==> src/rtl/scanIrqPkg.sv <==
package scanIrqPkg;
  typedef struct packed {
    logic latchWr;
    logic reloadReq;
    logic irqOff;
    logic irqOn;
    logic edgeHit;
  } ctrlStrobes_t;
endpackage

==> src/rtl/scanIrqCtrl.sv <==
module scanIrqCtrl
  import scanIrqPkg::*;
#(
  parameter int ADDR_W  = 16,
  parameter int VADDR_W = 14,
  parameter int A12_BIT = 12,
  parameter int LOW_MIN = 3
) (
  input  logic               clk,
  input  logic               rst_n,
  input  logic               regWe,
  input  logic [ADDR_W-1:0]  regAddr,
  input  logic [VADDR_W-1:0] vidAddr,
  input  logic               cpuTick,
  output ctrlStrobes_t       strobes
);
  localparam int LW = $clog2(LOW_MIN + 1) < 1 ? 1 : $clog2(LOW_MIN + 1);
  localparam logic [LW-1:0] LOW_SAT = LW'(LOW_MIN);

  logic          a12Now;
  logic          a12Q;
  logic [LW-1:0] lowCnt;
  logic          upperHit;
  logic [1:0]    regionSel;
  logic          oddSel;

  assign a12Now    = vidAddr[A12_BIT];
  assign upperHit  = regWe && regAddr[ADDR_W-1];
  assign regionSel = regAddr[ADDR_W-2:ADDR_W-3];
  assign oddSel    = regAddr[0];

  always_ff @(posedge clk) begin
    if (!rst_n) begin
      a12Q   <= 1'b1;
      lowCnt <= '0;
    end else begin
      a12Q <= a12Now;
      if (a12Now)
        lowCnt <= '0;
      else if (cpuTick && lowCnt < LOW_SAT)
        lowCnt <= lowCnt + 1'b1;
    end
  end

  always_comb begin
    strobes           = '0;
    strobes.latchWr   = upperHit && regionSel == 2'b10 && !oddSel;
    strobes.reloadReq = upperHit && regionSel == 2'b10 && oddSel;
    strobes.irqOff    = upperHit && regionSel == 2'b11 && !oddSel;
    strobes.irqOn     = upperHit && regionSel == 2'b11 && oddSel;
    strobes.edgeHit   = a12Now && !a12Q && lowCnt >= LOW_SAT;
  end

  // a counted edge leaves the line high in the following cycle
  assert_edge_then_high_R8: assert property (@(posedge clk) disable iff (!rst_n)
    strobes.edgeHit |=> a12Q);
  // a counted edge never comes right after a high sample
  assert_edge_after_low_R8: assert property (@(posedge clk) disable iff (!rst_n)
    $past(a12Q) && a12Q |-> !strobes.edgeHit);
  // at most one register strobe per cycle
  assert_one_strobe_R9: assert property (@(posedge clk) disable iff (!rst_n)
    $onehot0({strobes.latchWr, strobes.reloadReq, strobes.irqOff, strobes.irqOn}));
endmodule

==> src/rtl/scanIrqDatapath.sv <==
module scanIrqDatapath
  import scanIrqPkg::*;
#(
  parameter int CNT_W = 8
) (
  input  logic             clk,
  input  logic             rst_n,
  input  ctrlStrobes_t     strobes,
  input  logic [CNT_W-1:0] wrData,
  output logic             irqPend
);
  logic [CNT_W-1:0] latchVal;
  logic [CNT_W-1:0] cnt;
  logic [CNT_W-1:0] cntNext;
  logic             reloadPend;
  logic             irqEn;

  always_comb begin
    cntNext = cnt;
    if (strobes.edgeHit) begin
      if (cnt == '0 || reloadPend)
        cntNext = latchVal;
      else
        cntNext = cnt - 1'b1;
    end
  end

  always_ff @(posedge clk) begin
    if (!rst_n) begin
      latchVal   <= '0;
      cnt        <= '0;
      reloadPend <= 1'b0;
      irqEn      <= 1'b0;
      irqPend    <= 1'b0;
    end else begin
      cnt <= cntNext;
      if (strobes.latchWr) latchVal <= wrData;
      if (strobes.reloadReq)    reloadPend <= 1'b1;
      else if (strobes.edgeHit) reloadPend <= 1'b0;
      if (strobes.irqOff) begin
        irqEn   <= 1'b0;
        irqPend <= 1'b0;
      end else begin
        if (strobes.irqOn) irqEn <= 1'b1;
        if (strobes.edgeHit && cntNext == '0 && irqEn) irqPend <= 1'b1;
      end
    end
  end

  // counter only moves on a counted edge
  assert_cnt_hold_R4: assert property (@(posedge clk) disable iff (!rst_n)
    !strobes.edgeHit |=> $stable(cnt));
  // disable write clears the interrupt in the next cycle
  assert_off_clears_R6: assert property (@(posedge clk) disable iff (!rst_n)
    strobes.irqOff |=> !irqPend);
  // a pending interrupt implies interrupts are enabled
  assert_pend_needs_en_R10: assert property (@(posedge clk) disable iff (!rst_n)
    irqPend |-> irqEn);
  // interrupt rises only after a counted edge, with a zero counter
  assert_rise_on_edge_R5: assert property (@(posedge clk) disable iff (!rst_n)
    $rose(irqPend) |-> $past(strobes.edgeHit) && cnt == '0);
endmodule

==> src/rtl/scanIrqTop.sv <==
module scanIrqTop
  import scanIrqPkg::*;
#(
  parameter int ADDR_W  = 16,
  parameter int DATA_W  = 8,
  parameter int VADDR_W = 14,
  parameter int LOW_MIN = 3
) (
  input  logic               clk,
  input  logic               rst_n,
  input  logic               regWe,
  input  logic [ADDR_W-1:0]  regAddr,
  input  logic [DATA_W-1:0]  regData,
  input  logic [VADDR_W-1:0] vidAddr,
  input  logic               cpuTick,
  output logic               irq
);
  localparam int A12_BIT = 12;

  ctrlStrobes_t strobes;

  scanIrqCtrl #(
    .ADDR_W(ADDR_W), .VADDR_W(VADDR_W), .A12_BIT(A12_BIT), .LOW_MIN(LOW_MIN)
  ) uCtrl (
    .clk(clk), .rst_n(rst_n), .regWe(regWe), .regAddr(regAddr),
    .vidAddr(vidAddr), .cpuTick(cpuTick), .strobes(strobes)
  );

  scanIrqDatapath #(.CNT_W(DATA_W)) uDp (
    .clk(clk), .rst_n(rst_n), .strobes(strobes), .wrData(regData), .irqPend(irq)
  );

  // interrupt is low in the first cycle after reset
  assert_reset_low_R1: assert property (@(posedge clk)
    !$past(rst_n) |-> !irq);
endmodule

==> config.mk <==
export PLATFORM = sky130hd
export DESIGN_NAME = scanIrqTop
export DESIGN_NICKNAME = d
export VERILOG_FILES = /design/src/rtl/scanIrqPkg.sv /design/src/rtl/scanIrqCtrl.sv /design/src/rtl/scanIrqDatapath.sv /design/src/rtl/scanIrqTop.sv
export SDC_FILE = /design/constraint.sdc
export NUM_CORES = 1
export LEC_CHECK = 0
export BUFFER_PORTS_ARGS = -buffer_cell sky130_fd_sc_hd__buf_2
export CORE_MARGIN = 5
export CORE_UTILIZATION = 44
export DETAILED_ROUTE_END_ITERATION = 10
export PLACE_DENSITY = 0.74
export SLEW_MARGIN = 40
export SYNTH_ARGS = -nofsm -noshare
export SYNTH_HDL_FRONTEND = slang
export SYNTH_SLANG_ARGS = --single-unit
export TNS_END_PERCENT = 50
==> constraint.sdc <==
create_clock -name clk -period 2 [get_ports clk]
set_clock_uncertainty 0.15 [all_clocks]
set_input_delay 0.2 -clock clk [delete_from_list [all_inputs] [get_ports clk]]
set_output_delay 0.2 -clock clk [all_outputs]
set_load 0.005 [all_outputs]
Word level (Yosys, flattened, before mapping) --
Index checks and enable logic that the tools add are counted.
Cells by class: add/sub/neg operators 2, equal/unequal tests 2, magnitude comparators 2, bitwise gates (word level) 1, muxes and demuxes 4, reductions and logical operators 20
Operators with widths (number):
- logical NOT 8 bit | 2
- two-way mux 8 bit | 2
- logical AND 1 bit | 12
- subtractor 8 x 1 -> 8 bit, second input constant | 1
- equality test 2 bit, second input constant | 2
- OR reduction 2 bit | 2
- adder 2 x 1 -> 2 bit, second input constant | 1
- greater-or-equal comparator 2 bit, second input constant | 1
- logical NOT 1 bit | 2
- < comparator 2 bit, second input constant | 1
- two-way mux 1 bit | 2
- nonzero test 2 bit | 1
- logical OR 1 bit | 1
- inverter 1 bit | 1
Storage, ports and cells: output and inout port bits 1, input bits 42, register bits 22

Logic depth before layout (Yosys ltp) --
Gate-level depths: netlist of run 1.
depth in word-level cells 7, depth in mapped cells 7, gate-level depth less buffers 7

Cells and area by module --
A second synthesis of run 1 with hierarchy kept.
Second synthesis, totals: cell total of the unflattened synthesis 132, area, all modules 1229.9 sq um
By module, submodules not included:
- scanIrqDatapath | sequential area each 380.4 sq um, area each 1067.3 sq um, times used 1, cells each 112
- scanIrqCtrl | sequential area each 60.1 sq um, area each 162.7 sq um, times used 1, cells each 20

Worst setup path before layout of run 1 --
Ideal clock, no wire load.
kind register -> register, from register uDp.cnt[0], to register uDp.cnt[3], required time 1.732 ns, arrival 1.635 ns, cell stages (with the launch flop) 8, setup slack 0.096 ns, path through dfxtp_1 inv_1 ha_1 nor3b_2 a21oi_1 mux2_1 a22oi_1 nor2_1
Between the ends: word-level cells in the longest chain between the ends 4, elaborated cells on any way between the ends 5, classes of those cells add/sub: 1; mux: 2; reduce/logical: 2
RTL lines:
- from (decl) | line scanIrqDatapath.sv:13 | logic [CNT_W-1:0] cnt;
- from (signal assigned) | line scanIrqDatapath.sv:36 | cnt <= cntNext;
- branches (longest 2 deep; another with subtractor 8 x 1 -> 8 bit)
- two-way mux 8 bit (*) | line scanIrqDatapath.sv:21 | if (cnt == '0 || reloadPend)
- two-way mux 8 bit (*) | line scanIrqDatapath.sv:20 | if (strobes.edgeHit) begin
Mark *: on every way between the ends. A chain may end at the register's enable or synchronous reset.

Final worst setup path of run 1 --
from register uDp.cnt[4], to register uDp.irqPend
Between the ends: word-level cells in the longest chain between the ends 7, elaborated cells on any way between the ends 8, classes of those cells add/sub: 1; mux: 2; reduce/logical: 5
RTL lines:
- branches (longest 3 deep; another with subtractor 8 x 1 -> 8 bit)
- two-way mux 8 bit (*) | line scanIrqDatapath.sv:20
- logical NOT 8 bit (*) | line scanIrqDatapath.sv:45 | if (strobes.edgeHit && cntNext == '0 && irqEn) irqPend <= 1'b1;
- logical AND 1 bit (*) (2 in a row) | line scanIrqDatapath.sv:45
- to (signal assigned) | line scanIrqDatapath.sv:34 | irqPend <= 1'b0;
- to (signal assigned) | line scanIrqDatapath.sv:42 | irqPend <= 1'b0;
- to (signal assigned) | line scanIrqDatapath.sv:45
- to (decl) | line scanIrqDatapath.sv:10 | output logic irqPend
Marks and branches as above.

==> results of run 1 <==
==> cell type report <==
type                    count  area (um^2)
flip-flops and latches     22          442
inverters                   4         15.0
clock inverters             1         30.0
multi-input cells         110          828
clock buffers               3         22.5
well taps                  31         38.8
fillers                   213         1090
repair buffers             42          293
==> final timing paths <==
check,depth (start not counted),end
min reg2reg,2,uDp.irqEn$_SDFFE_PP0P_
max,5,uDp.irqPend$_SDFFE_PP0P_
min,2,uCtrl.a12Q$_SDFF_PN1_
max reg2reg,5,uDp.irqPend$_SDFFE_PP0P_
==> routing by layer <==
metal / share of wire, % / global-route usage, %
met5: 0 / 0
met4: 2.2 / 8.05
met3: 4.4 / 2.66
met2: 52 / 30.3
met1: 41 / 20.2
==> kinds of logic after synthesis <==
logic type / Yosys count
AND/OR/NAND/NOR: 60
XOR/XNOR: 2
buffers and inverters: 8
AO/OA/AOI/OAI: 30
flip-flops: 22
multiplexers: 15
adder cells (fa/ha/maj): 3
==> layout by cell type, fill, tap and decap left out, types with 3 or more instances in the layout <==
master,count
nand2_1,7
o21ai_0,4
nor2_1,21
buf_2,17
mux2i_1,11
a21oi_1,11
nor3_1,4
dfxtp_1,21
o211ai_1,3
dlygate4sd3_1,8
inv_1,4
clkbuf_4,3
buf_4,17
nand2b_1,5
==> worst reg2reg max path, delay by kind of cell, from the launching register on <==
kind,cells,cell delay [ns]
AOI/OAI and AO/OA,2,0.46
DFF,1,0.40
muxes,1,0.41
and+or+nand+nor,2,0.53
==> registers in the layout, summed over array words and instances, names as in the netlist <==
register	cells
uCtrl.lowCnt	2
uDp.cnt	8
uCtrl.a12Q	1
uDp.reloadPend	1
uDp.irqEn	1
uDp.latchVal	8
uDp.irqPend	1
==> metrics by stage <==
step           hold WS [ns]  worst slack, ns  setup TNS [ns]
3_5_place_dp          0.290          -0.0450         -0.0450
2_1_floorplan         0.167           0.0961               0
5_1_grt              0.0400           -0.124          -0.208
3_3_place_gp          0.284           0.0328               0
4_1_cts              0.0289          0.00394               0
6_report             0.0309          -0.0187         -0.0187
==> repair_timing <==
| item | CTS | global route |
|---|---|---|
| hold buffers | 8 | 0 |
| gates resized for setup | 4 | 5 |
| hold endpoints to repair | 8 | 0 |
| buffers inserted | 1 | 1 |
| pin swaps | 1 | 1 |
| setup endpoints to repair | 2 | 2 |
==> power by group <==
group          internal [mW]  switching, mW
logic                 0.0325         0.0274
registers              0.444        0.00373
clock network          0.203          0.139
total                  0.679          0.170
==> run_summary.xml, run 1 <==
<?xml version="1.0" encoding="UTF-8"?>
<metrics>
  <group name="run_status">
    <metric name="status" unit="">complete, but fails checks</metric>
    <metric name="failed_checks" unit="">setup timing</metric>
  </group>
  <group name="setup_path">
    <metric name="critPathKind" unit="">reg -&gt; reg</metric>
    <metric name="setup.worst_path.start_class" unit="">flip-flop</metric>
    <metric name="crit_path_end_kind" unit="">flip-flop</metric>
    <metric name="slowest_delay" unit="ns">0.40</metric>
    <metric name="worst_r2r_startpoint" unit="">uDp.cnt[4]$_SDFF_PN0_</metric>
    <metric name="cp.required" unit="ns">2.09</metric>
    <metric name="critical_path_peak_fanout" unit="">4</metric>
    <metric name="cp_top_family" unit="">simple AND/OR/NAND/NOR gates</metric>
    <metric name="cp-startpoint" unit="">uDp.cnt[4]$_SDFF_PN0_</metric>
    <metric name="cp_data_arrival_time" unit="ns">2.11</metric>
    <metric name="worstPathCellList" unit="">nor4_4 -&gt; mux2_2 -&gt; o221ai_2 -&gt; nand4_1 -&gt; o31ai_2</metric>
    <metric name="cell_with_the_largest_stage_delay_on_the_worst_path" unit="">dfxtp_1</metric>
    <metric name="total_buffers_and_inverters_traversed_by_the_critical_path" unit="">0</metric>
    <metric name="reg2reg_slack" unit="ns">-0.02</metric>
  </group>
  <group name="synth">
    <metric name="post_synth_instance_area" unit="um^2">1260</metric>
    <metric name="share_of_async_settable_or_async_resettable_flops_after_synthesis" unit="%">0</metric>
    <metric name="synthTopCellsByCount" unit="">dfxtp_1, nor2_1, a21oi_1, mux2i_1, nand2_1</metric>
    <metric name="synth_top_area_share" unit="%">35.0</metric>
    <metric name="yosysSeqAreaShare" unit="%">35.0</metric>
    <metric name="postSynthNetCount" unit="">185</metric>
    <metric name="synth_compound_gate_area_share" unit="%">16.5</metric>
    <metric name="top_cell_type_by_total_area_after_synthesis" unit="">dfxtp_1</metric>
    <metric name="synth_area_per_cell" unit="um^2">8.98</metric>
    <metric name="synthMuxAreaShare" unit="%">12.3</metric>
    <metric name="synth_top_family_by_area" unit="">simple AND/OR/NAND/NOR gates</metric>
    <metric name="synth_adder_area_share" unit="%">2.99</metric>
    <metric name="netlist_instances" unit="">140</metric>
    <metric name="synth.distinct_cells" unit="">46</metric>
    <metric name="synthesis.yosys.warnings" unit="">0</metric>
    <metric name="synth_edf_count" unit="">0</metric>
    <metric name="postSynthRegisterBits" unit="">22</metric>
    <metric name="dominantRegCellSynth" unit="">dfxtp_1</metric>
    <metric name="ys_top_cells_by_area" unit="">dfxtp_1, mux2i_1, nor2_1, a21oi_1, ha_1</metric>
    <metric name="simple_gate_share_of_the_synthesized_area" unit="%">29.2</metric>
    <metric name="synthMostInstantiatedCell" unit="">dfxtp_1</metric>
    <metric name="synth_xor_xnor_area_share" unit="%">1.39</metric>
  </group>
  <group name="routing">
    <metric name="firstDrtPassIters" unit="">4</metric>
    <metric name="wl_per_cell" unit="um">15.8</metric>
    <metric name="drt_iter0_drc" unit="">54</metric>
    <metric name="detail-route-antenna-nets" unit="">0</metric>
    <metric name="via_count" unit="">1239</metric>
    <metric name="drt_wl_total" unit="um">3370</metric>
    <metric name="per_cell_via_count_in_the_routed_design" unit="">5.82</metric>
    <metric name="drc_errors" unit="">0</metric>
  </group>
  <group name="floorplanning">
    <metric name="design.die.area" unit="um^2">4030</metric>
    <metric name="chipHeight" unit="um">63.5</metric>
    <metric name="chipWidth" unit="um">63.5</metric>
    <metric name="core-area" unit="um^2">2760</metric>
    <metric name="floorplan.rows" unit="">19</metric>
    <metric name="initial_utilization" unit="%">45.6</metric>
    <metric name="ios" unit="">43</metric>
  </group>
  <group name="final_layout">
    <metric name="postLayoutCellArea" unit="um^2">1670</metric>
    <metric name="postLayoutCoreUtil" unit="%">60.5</metric>
    <metric name="drive_above_1_share" unit="%">31.9</metric>
    <metric name="antenna_cells_inserted" unit="">0</metric>
    <metric name="fin_cells" unit="">213</metric>
    <metric name="finish.net_count" unit="">228</metric>
    <metric name="flow.area_growth_from_synthesis" unit="%">32.7</metric>
  </group>
  <group name="sta">
    <metric name="min_period" unit="ns">2.02</metric>
    <metric name="maxSlewHeadroom" unit="%">62.2</metric>
    <metric name="maxSlewViolCount" unit="">0</metric>
    <metric name="setup-violations-final" unit="">1</metric>
    <metric name="hold_viol_final" unit="">0</metric>
    <metric name="tightest_slew" unit="ns">0.566</metric>
    <metric name="fin_ws" unit="ns">-0.0187</metric>
    <metric name="rsz0062_at_grt" unit="">yes</metric>
    <metric name="final.period_utilization" unit="%">101</metric>
    <metric name="achievable-frequency" unit="MHz">495</metric>
  </group>
  <group name="global_routing">
    <metric name="overflow" unit="">0</metric>
    <metric name="grt_first_pass_wirelength" unit="um">5600</metric>
    <metric name="grt_usage" unit="%">17.2</metric>
    <metric name="first_global_vias" unit="">1265</metric>
    <metric name="grt_start_max_net_pins" unit="">17</metric>
    <metric name="grt_antenna_before_repair" unit="">0</metric>
  </group>
  <group name="pwr">
    <metric name="power-per-cell-area" unit="nW/um^2">509</metric>
    <metric name="ir_worst_vdd" unit="uV">613</metric>
    <metric name="total_leakage_power" unit="nW">0.661</metric>
    <metric name="post-layout-total-power" unit="mW">0.850</metric>
  </group>
  <group name="cts">
    <metric name="worst_skew_pair.late_latency" unit="ns">0.32</metric>
    <metric name="clock_tree.htree_level_count" unit="">1</metric>
    <metric name="tritoncts" unit="">done</metric>
    <metric name="clockRootBuffer" unit="">clkbuf_4</metric>
    <metric name="numCtsBuffers" unit="">3</metric>
    <metric name="clkSlewWorstSetupHoldPaths" unit="ns">0.13</metric>
    <metric name="cts_sink_cnt" unit="">22</metric>
    <metric name="cts_buffer_depth" unit="">2</metric>
  </group>
  <group name="placement">
    <metric name="placedCellCount" unit="">199</metric>
    <metric name="postPlaceCellArea" unit="um^2">1480</metric>
    <metric name="finalWeightedCongestion" unit="">0.853</metric>
    <metric name="place.detailed.hpwl" unit="um">2310</metric>
    <metric name="io_buffer_count" unit="">17</metric>
  </group>
  <group name="run">
    <metric name="max_cap_violations" unit="">0</metric>
  </group>
  <group name="worst_hold_path">
    <metric name="hold_path.class" unit="">in -&gt; reg</metric>
    <metric name="holdCritStartpoint" unit="">vidAddr[12]</metric>
  </group>
</metrics>
Note: power is estimated with default switching activity, not from simulation.
==> run 2, diff against run 1 <==
- BUFFER_PORTS_ARGS: -buffer_cell sky130_fd_sc_hd__buf_2 -> default
- CORE_UTILIZATION: 44 -> 61
- DONT_BUFFER_PORTS: default -> 1
- PLACE_DENSITY: 0.74 -> 0.77
- clock period: 2 -> 2.2 ns (I/O delays scaled with it)
==> run 2 against run 1 <==
The flow now finishes without violations; setup slack better by 0.13 ns; design area decreased by 11%; power decreased by 25%; critical path type unchanged; largest power group unchanged.
==> run_summary.xml, run 2 (synthesis gave the netlist of run 1 again) <==
<?xml version="1.0" encoding="UTF-8"?>
<metrics>
  <group name="run_status">
    <metric name="status" unit="">completed</metric>
  </group>
  <group name="cts">
    <metric name="cts_buffer_depth" unit="">2</metric>
    <metric name="numCtsBuffers" unit="">3</metric>
    <metric name="clock_tree.htree_level_count" unit="">1</metric>
    <metric name="worst_skew_pair.late_latency" unit="ns">0.31</metric>
    <metric name="clockRootBuffer" unit="">clkbuf_4</metric>
    <metric name="clkSlewWorstSetupHoldPaths" unit="ns">0.11</metric>
    <metric name="tritoncts" unit="">done</metric>
    <metric name="cts_sink_cnt" unit="">22</metric>
  </group>
  <group name="final_layout">
    <metric name="final-seq-area" unit="um^2">442</metric>
    <metric name="mostFrequentLayoutCells" unit="">nor2_1, dfxtp_1, dlygate4sd3_1</metric>
    <metric name="finish.net_count" unit="">206</metric>
    <metric name="fin_cells" unit="">186</metric>
    <metric name="reg_top3" unit="">uDp.cnt: 8 flops, uDp.latchVal: 8 flops, uCtrl.lowCnt: 2 flops</metric>
    <metric name="postLayoutCellArea" unit="um^2">1490</metric>
    <metric name="multiInputGateArea" unit="um^2">795</metric>
    <metric name="drive_above_1_share" unit="%">16.4</metric>
    <metric name="layout.filler_cells" unit="">151</metric>
    <metric name="antenna_cells_inserted" unit="">0</metric>
    <metric name="flow.area_growth_from_synthesis" unit="%">18.5</metric>
  </group>
  <group name="sta">
    <metric name="tightest_slew" unit="ns">0.499</metric>
    <metric name="maxSlewViolCount" unit="">0</metric>
    <metric name="fin_ws" unit="ns">0.109</metric>
    <metric name="maxSlewHeadroom" unit="%">66.3</metric>
    <metric name="setup-violations-final" unit="">0</metric>
    <metric name="min_period" unit="ns">2.09</metric>
    <metric name="achievable-frequency" unit="MHz">478</metric>
    <metric name="final.period_utilization" unit="%">95.0</metric>
    <metric name="rsz0062_at_grt" unit="">no</metric>
    <metric name="setup_tns" unit="ns">0</metric>
    <metric name="hold_viol_final" unit="">0</metric>
  </group>
  <group name="worst_hold_path">
    <metric name="hold_path.class" unit="">in -&gt; reg</metric>
  </group>
  <group name="setup_path">
    <metric name="reg2reg_slack" unit="ns">0.11</metric>
    <metric name="cp_data_arrival_time" unit="ns">2.18</metric>
    <metric name="crit_path_end_kind" unit="">flip-flop</metric>
    <metric name="critical_path_peak_fanout" unit="">7</metric>
    <metric name="worstPathCellList" unit="">ha_1 -&gt; and3b_1 -&gt; buf_4 -&gt; a21oi_1 -&gt; o211ai_1 -&gt; nand4_1 -&gt; o31ai_2</metric>
    <metric name="cp.required" unit="ns">2.29</metric>
    <metric name="setup.worst_path.start_class" unit="">flip-flop</metric>
    <metric name="slowest_delay" unit="ns">0.38</metric>
    <metric name="cell_with_the_largest_stage_delay_on_the_worst_path" unit="">dfxtp_1</metric>
    <metric name="critPathKind" unit="">reg -&gt; reg</metric>
  </group>
  <group name="floorplanning">
    <metric name="ios" unit="">43</metric>
    <metric name="chipHeight" unit="um">55.4</metric>
    <metric name="initial_utilization" unit="%">64.1</metric>
    <metric name="core-area" unit="um^2">1960</metric>
    <metric name="floorplan.rows" unit="">16</metric>
    <metric name="design.die.area" unit="um^2">3070</metric>
    <metric name="chipWidth" unit="um">55.4</metric>
  </group>
  <group name="global_routing">
    <metric name="grt_antenna_before_repair" unit="">0</metric>
    <metric name="grt_start_max_net_pins" unit="">17</metric>
    <metric name="overflow" unit="">0</metric>
    <metric name="grt_first_pass_wirelength" unit="um">5650</metric>
    <metric name="first_global_vias" unit="">1236</metric>
    <metric name="grt_usage" unit="%">22.7</metric>
  </group>
  <group name="pwr">
    <metric name="ir_worst_vdd" unit="uV">523</metric>
    <metric name="clkPwrFrac" unit="%">28.7</metric>
    <metric name="total_leakage_power" unit="nW">0.531</metric>
    <metric name="comb_power_share" unit="%">7.1</metric>
    <metric name="seq_power_share" unit="%">64.2</metric>
    <metric name="netSwitchingPower" unit="mW">0.142</metric>
    <metric name="power-per-cell-area" unit="nW/um^2">426</metric>
    <metric name="power.share.switching" unit="%">22.3</metric>
    <metric name="p_int" unit="mW">0.493</metric>
  </group>
  <group name="placement">
    <metric name="finalWeightedCongestion" unit="">0.866</metric>
    <metric name="io_buffer_count" unit="">0</metric>
    <metric name="placedCellCount" unit="">169</metric>
    <metric name="place_worst_setup_slack" unit="ns">-0.0197</metric>
    <metric name="postPlaceCellArea" unit="um^2">1320</metric>
    <metric name="place.detailed.hpwl" unit="um">2260</metric>
  </group>
  <group name="routing">
    <metric name="firstDrtPassIters" unit="">5</metric>
    <metric name="drc_errors" unit="">0</metric>
    <metric name="drt_wl_total" unit="um">3270</metric>
    <metric name="drt_iter0_drc" unit="">45</metric>
    <metric name="via_count" unit="">1148</metric>
    <metric name="per_cell_via_count_in_the_routed_design" unit="">6.17</metric>
    <metric name="detail-route-antenna-nets" unit="">0</metric>
    <metric name="wl_per_cell" unit="um">17.6</metric>
  </group>
  <group name="run">
    <metric name="max_cap_violations" unit="">0</metric>
  </group>
</metrics>
==> run 2: cell types whose count changed in the layout (fill, tap and decap cells not counted), sizes merged <==
cell,delta
dlygate4sd3,+5
buf,-27
bufinv,-1
==> run 2: path summary, 6_finish.rpt <==
path                            depth (start not counted)                    startpoint                  endpoint
worst max-delay path                                    7  uCtrl.lowCnt[0]$_SDFFE_PP0P_  uDp.irqPend$_SDFFE_PP0P_
worst max register to register                          7  uCtrl.lowCnt[0]$_SDFFE_PP0P_  uDp.irqPend$_SDFFE_PP0P_
worst min-delay path                                    2                    regAddr[0]    uDp.irqEn$_SDFFE_PP0P_
worst min register to register                          2        uDp.irqEn$_SDFFE_PP0P_    uDp.irqEn$_SDFFE_PP0P_
==> run 2: power groups by stage <==
stage | logic, mW | registers, mW | clock network, mW
global route | 0.0499 | 0.408 | 0.199
detailed placement | 0.0252 | 0.416 | 0
global placement | 0.0235 | 0.415 | 0
CTS | 0.0437 | 0.407 | 0.184
finish | 0.0452 | 0.407 | 0.182
floorplan | 0.0199 | 0.415 | 0
==> run 2: final cells by class <==
type / count / area share, %
flip-flops and latches: 22 / 29.6
multi-input cells: 110 / 53.3
inverters: 4 / 1.01
well taps: 27 / 2.27
clock buffers: 3 / 1.51
repair buffers: 20 / 12.3
==> run 2: metal layers <==
layer	share of wire (%)	global-route usage (%)	up-vias
met4	2.0	9.03	0
met1	41	26.9	551
li1	-	-	550
met5	0	0	-
met2	51	39.4	40
met3	5.7	5.13	7
==> run 2: worst max-delay path, delay by kind of cell, from the launching register on <==
kind                       cells  cell delay (ns)
AOI/OAI and AO/OA              3             0.52
adders and majority gates      1             0.23
buffers and inverters          1             0.21
DFF                            1             0.38
and+or+nand+nor                2             0.53
==> run 2: stage by stage <==
stage / hold slack (ns) / power, mW / utilization [%]
after global placement: 0.194 / 0.439 / 67.2
after CTS: 0.0321 / 0.635 / 75.3
after detailed placement: 0.195 / 0.441 / 67.2
after floorplan: 0.187 / 0.435 / -
after global routing: 0.0640 / 0.656 / 76.0
final: 0.0308 / 0.635 / 76.0
==> run 2: what timing repair did <==
item / in CTS / in global routing
endpoints found under the hold margin: 15 / 0
hold buffers: 13 / 0
resized for setup: 1 / 2
endpoints found under the setup margin: 1 / 3
setup buffers: 0 / 1
==> run 3, diff against run 2 <==
- CORE_ASPECT_RATIO: default -> 0.8
==> run 3 against run 2 <==
Fmax is 2.5% lower; clock power grew 72%; design area up 2.8%; register-to-register slack got worse by 0.05 ns; critical path depth unchanged; sequential power barely moved; sequential share of layout area is 0.88 points lower; count of clock-buffer cells in the layout is the same; first-iteration DRC count is 89% higher; die area rose by 0.19%; via count grew 5.1%.
==> run_summary.xml, run 3 (synthesis gave the netlist of run 1 again) <==
<?xml version="1.0" encoding="UTF-8"?>
<metrics>
  <group name="run_status">
    <metric name="status" unit="">completed</metric>
  </group>
  <group name="floorplanning">
    <metric name="initial_utilization" unit="%">65.3</metric>
    <metric name="chipHeight" unit="um">50.6</metric>
    <metric name="ios" unit="">43</metric>
    <metric name="core-area" unit="um^2">1930</metric>
    <metric name="chipWidth" unit="um">60.8</metric>
    <metric name="design.die.area" unit="um^2">3080</metric>
    <metric name="floorplan.rows" unit="">14</metric>
  </group>
  <group name="setup_path">
    <metric name="reg2reg_slack" unit="ns">0.05</metric>
    <metric name="worstRegToRegCells" unit="">7</metric>
    <metric name="worst_r2r_startpoint" unit="">uDp.cnt[1]$_SDFF_PN0_</metric>
    <metric name="crit_path_end_kind" unit="">flip-flop</metric>
    <metric name="setup.worst_path.start_class" unit="">flip-flop</metric>
    <metric name="worstPathCellList" unit="">inv_1 -&gt; ha_2 -&gt; nor3b_4 -&gt; a21o_4 -&gt; mux2_1 -&gt; nand4_1 -&gt; o31ai_2</metric>
    <metric name="slowest_delay" unit="ns">0.41</metric>
    <metric name="critPathKind" unit="">reg -&gt; reg</metric>
    <metric name="cell_with_the_largest_stage_delay_on_the_worst_path" unit="">nor3b_4</metric>
    <metric name="cp.required" unit="ns">2.26</metric>
    <metric name="timing.rr.end" unit="">uDp.irqPend$_SDFFE_PP0P_</metric>
    <metric name="critical_path_peak_fanout" unit="">7</metric>
    <metric name="cp_top_family" unit="">simple AND/OR/NAND/NOR gates</metric>
    <metric name="cp_data_arrival_time" unit="ns">2.21</metric>
    <metric name="total_buffers_and_inverters_traversed_by_the_critical_path" unit="">1</metric>
    <metric name="cp-startpoint" unit="">uDp.cnt[1]$_SDFF_PN0_</metric>
  </group>
  <group name="final_layout">
    <metric name="antenna_cells_inserted" unit="">0</metric>
    <metric name="postLayoutCellArea" unit="um^2">1530</metric>
    <metric name="reg_top3" unit="">uDp.cnt: 8 flops, uDp.latchVal: 8 flops, uCtrl.lowCnt: 2 flops</metric>
    <metric name="finish.net_count" unit="">207</metric>
    <metric name="flow.area_growth_from_synthesis" unit="%">21.8</metric>
    <metric name="layout.filler_cells" unit="">127</metric>
    <metric name="postLayoutCoreUtil" unit="%">79.5</metric>
    <metric name="mostFrequentLayoutCells" unit="">dfxtp_1, nor2_1, dlygate4sd3_1</metric>
    <metric name="drive_above_1_share" unit="%">18.0</metric>
    <metric name="leading_cell_type_in_the_layout_fill_and_taps_excluded" unit="">dfxtp_1</metric>
  </group>
  <group name="routing">
    <metric name="wl_per_cell" unit="um">18.4</metric>
    <metric name="per_cell_via_count_in_the_routed_design" unit="">6.52</metric>
    <metric name="via_count" unit="">1206</metric>
    <metric name="drt_wl_total" unit="um">3400</metric>
    <metric name="firstDrtPassIters" unit="">5</metric>
    <metric name="detail-route-antenna-nets" unit="">0</metric>
    <metric name="drt_iter0_drc" unit="">85</metric>
    <metric name="drc_errors" unit="">0</metric>
  </group>
  <group name="worst_hold_path">
    <metric name="hold_path.class" unit="">in -&gt; reg</metric>
    <metric name="worstHoldEndpoint" unit="">uDp.reloadPend$_SDFFE_PN0P_</metric>
    <metric name="holdCritStartpoint" unit="">regAddr[13]</metric>
    <metric name="hold_path_cell_cnt" unit="">3</metric>
  </group>
  <group name="global_routing">
    <metric name="globalRouteMet2Util" unit="%">36.3</metric>
    <metric name="grt_antenna_before_repair" unit="">0</metric>
    <metric name="grt.busiest_layer" unit="">met2</metric>
    <metric name="grt_usage" unit="%">24.3</metric>
    <metric name="first_global_vias" unit="">1148</metric>
    <metric name="overflow" unit="">0</metric>
    <metric name="grt.met1_usage" unit="%">32.9</metric>
    <metric name="met3_usage" unit="%">7.44</metric>
    <metric name="grt_start_max_net_pins" unit="">17</metric>
    <metric name="grt_first_pass_wirelength" unit="um">5620</metric>
  </group>
  <group name="run">
    <metric name="max_cap_violations" unit="">0</metric>
  </group>
  <group name="sta">
    <metric name="maxSlewViolCount" unit="">0</metric>
    <metric name="final.period_utilization" unit="%">97.5</metric>
    <metric name="tightest_slew" unit="ns">0.580</metric>
    <metric name="min_period" unit="ns">2.15</metric>
    <metric name="achievable-frequency" unit="MHz">466</metric>
    <metric name="hold_viol_final" unit="">0</metric>
    <metric name="setup-violations-final" unit="">0</metric>
    <metric name="maxSlewHeadroom" unit="%">60.8</metric>
  </group>
  <group name="pwr">
    <metric name="power-per-cell-area" unit="nW/um^2">500</metric>
    <metric name="total_leakage_power" unit="nW">0.552</metric>
    <metric name="ir_worst_vdd" unit="uV">582</metric>
  </group>
  <group name="cts">
    <metric name="worst_skew_pair.late_latency" unit="ns">0.31</metric>
    <metric name="clockRootBuffer" unit="">clkbuf_4</metric>
    <metric name="tritoncts" unit="">done</metric>
    <metric name="clkSlewWorstSetupHoldPaths" unit="ns">0.12</metric>
    <metric name="cts_sink_cnt" unit="">22</metric>
    <metric name="numCtsBuffers" unit="">3</metric>
    <metric name="cts_buffer_depth" unit="">2</metric>
    <metric name="clock_tree.htree_level_count" unit="">1</metric>
  </group>
  <group name="placement">
    <metric name="place.detailed.hpwl" unit="um">2260</metric>
    <metric name="io_buffer_count" unit="">0</metric>
    <metric name="finalWeightedCongestion" unit="">0.866</metric>
    <metric name="postPlaceCellArea" unit="um^2">1320</metric>
  </group>
</metrics>
run 3: cell count changes in the layout (fill, tap and decap cells not counted):
cell / delta
buf_4: +1
dfxtp_2: -1
ha_1: -1
bufinv_16: +1
ha_2: +1
nor4b_1: -1
dfxtp_1: +1
nor4b_2: +1
run 3: area by class of cell:
cell class / instances / area [um^2] / area share (%)
clock buffer: 3 / 22.5 / 1.47
clock inverter: 1 / 30.0 / 1.96
inverter: 4 / 15.0 / 0.980
multi-input combinational: 110 / 803 / 52.5
sequential: 22 / 440 / 28.8
tap: 24 / 30.0 / 1.96
timing repair buffer: 21 / 190 / 12.4
run 3: report_power, final:
| part | internal [mW] | total, mW | leakage [nW] | switching, mW |
|---|---|---|---|---|
| Combinational | 0.0253 | 0.0464 | 0.347 | 0.0211 |
| Sequential | 0.404 | 0.407 | 0.178 | 0.00372 |
| Clock | 0.184 | 0.313 | 0.0279 | 0.128 |
run 3: worst max path at each step:
| stage | to | slack [ns] | cells past startpoint |
|---|---|---|---|
| 2_1_floorplan | uDp.cnt[3]$_SDFF_PN0_ | 0.30 | 7 |
| 3_3_place_gp | uDp.cnt[3]$_SDFF_PN0_ | 0.11 | 7 |
| 3_5_place_dp | uDp.cnt[3]$_SDFF_PN0_ | 0.01 | 7 |
| 4_1_cts | uDp.cnt[3]$_SDFF_PN0_ | 0.0005 | 7 |
| 5_1_grt | uDp.cnt[3]$_SDFF_PN0_ | -0.006 | 7 |
| 6_report | uDp.irqPend$_SDFFE_PP0P_ | 0.05 | 7 |
run 3: repair_timing:
| item | CTS | global route |
|---|---|---|
| endpoints found under the hold margin | 15 | 0 |
| setup buffers | 0 | 1 |
| resized for setup | 0 | 4 |
| setup endpoints to repair | 0 | 3 |
| hold buffers | 13 | 0 |
run 3: stage by stage:
step	power [mW]	TNS [ns]	worst slack [ns]	instances	hold slack, ns
floorplan	0.435	0	0.296	140	0.187
global placement	0.440	0	0.113	167	0.195
detailed placement	0.441	0	0.0109	167	0.200
CTS	0.769	0	0.000524	184	0.0272
global route	0.802	-0.0106	-0.00586	185	0.0361
finish	0.766	0	0.0544	185	0.0503
run 3: per-layer routing:
| metal | vias to the layer above | share of wire [%] |
|---|---|---|
| met1 | 555 | 40 |
| met2 | 71 | 47 |
| li1 | 558 | - |
| met3 | 22 | 8.9 |
| met4 | 0 | 4.1 |
| met5 | - | 0 |
run 3: tightest hold or removal path, cell delays in order:
cell and delay [ns]:
nor2_1 0.08, a22oi_1 0.09, nor2_1 0.09
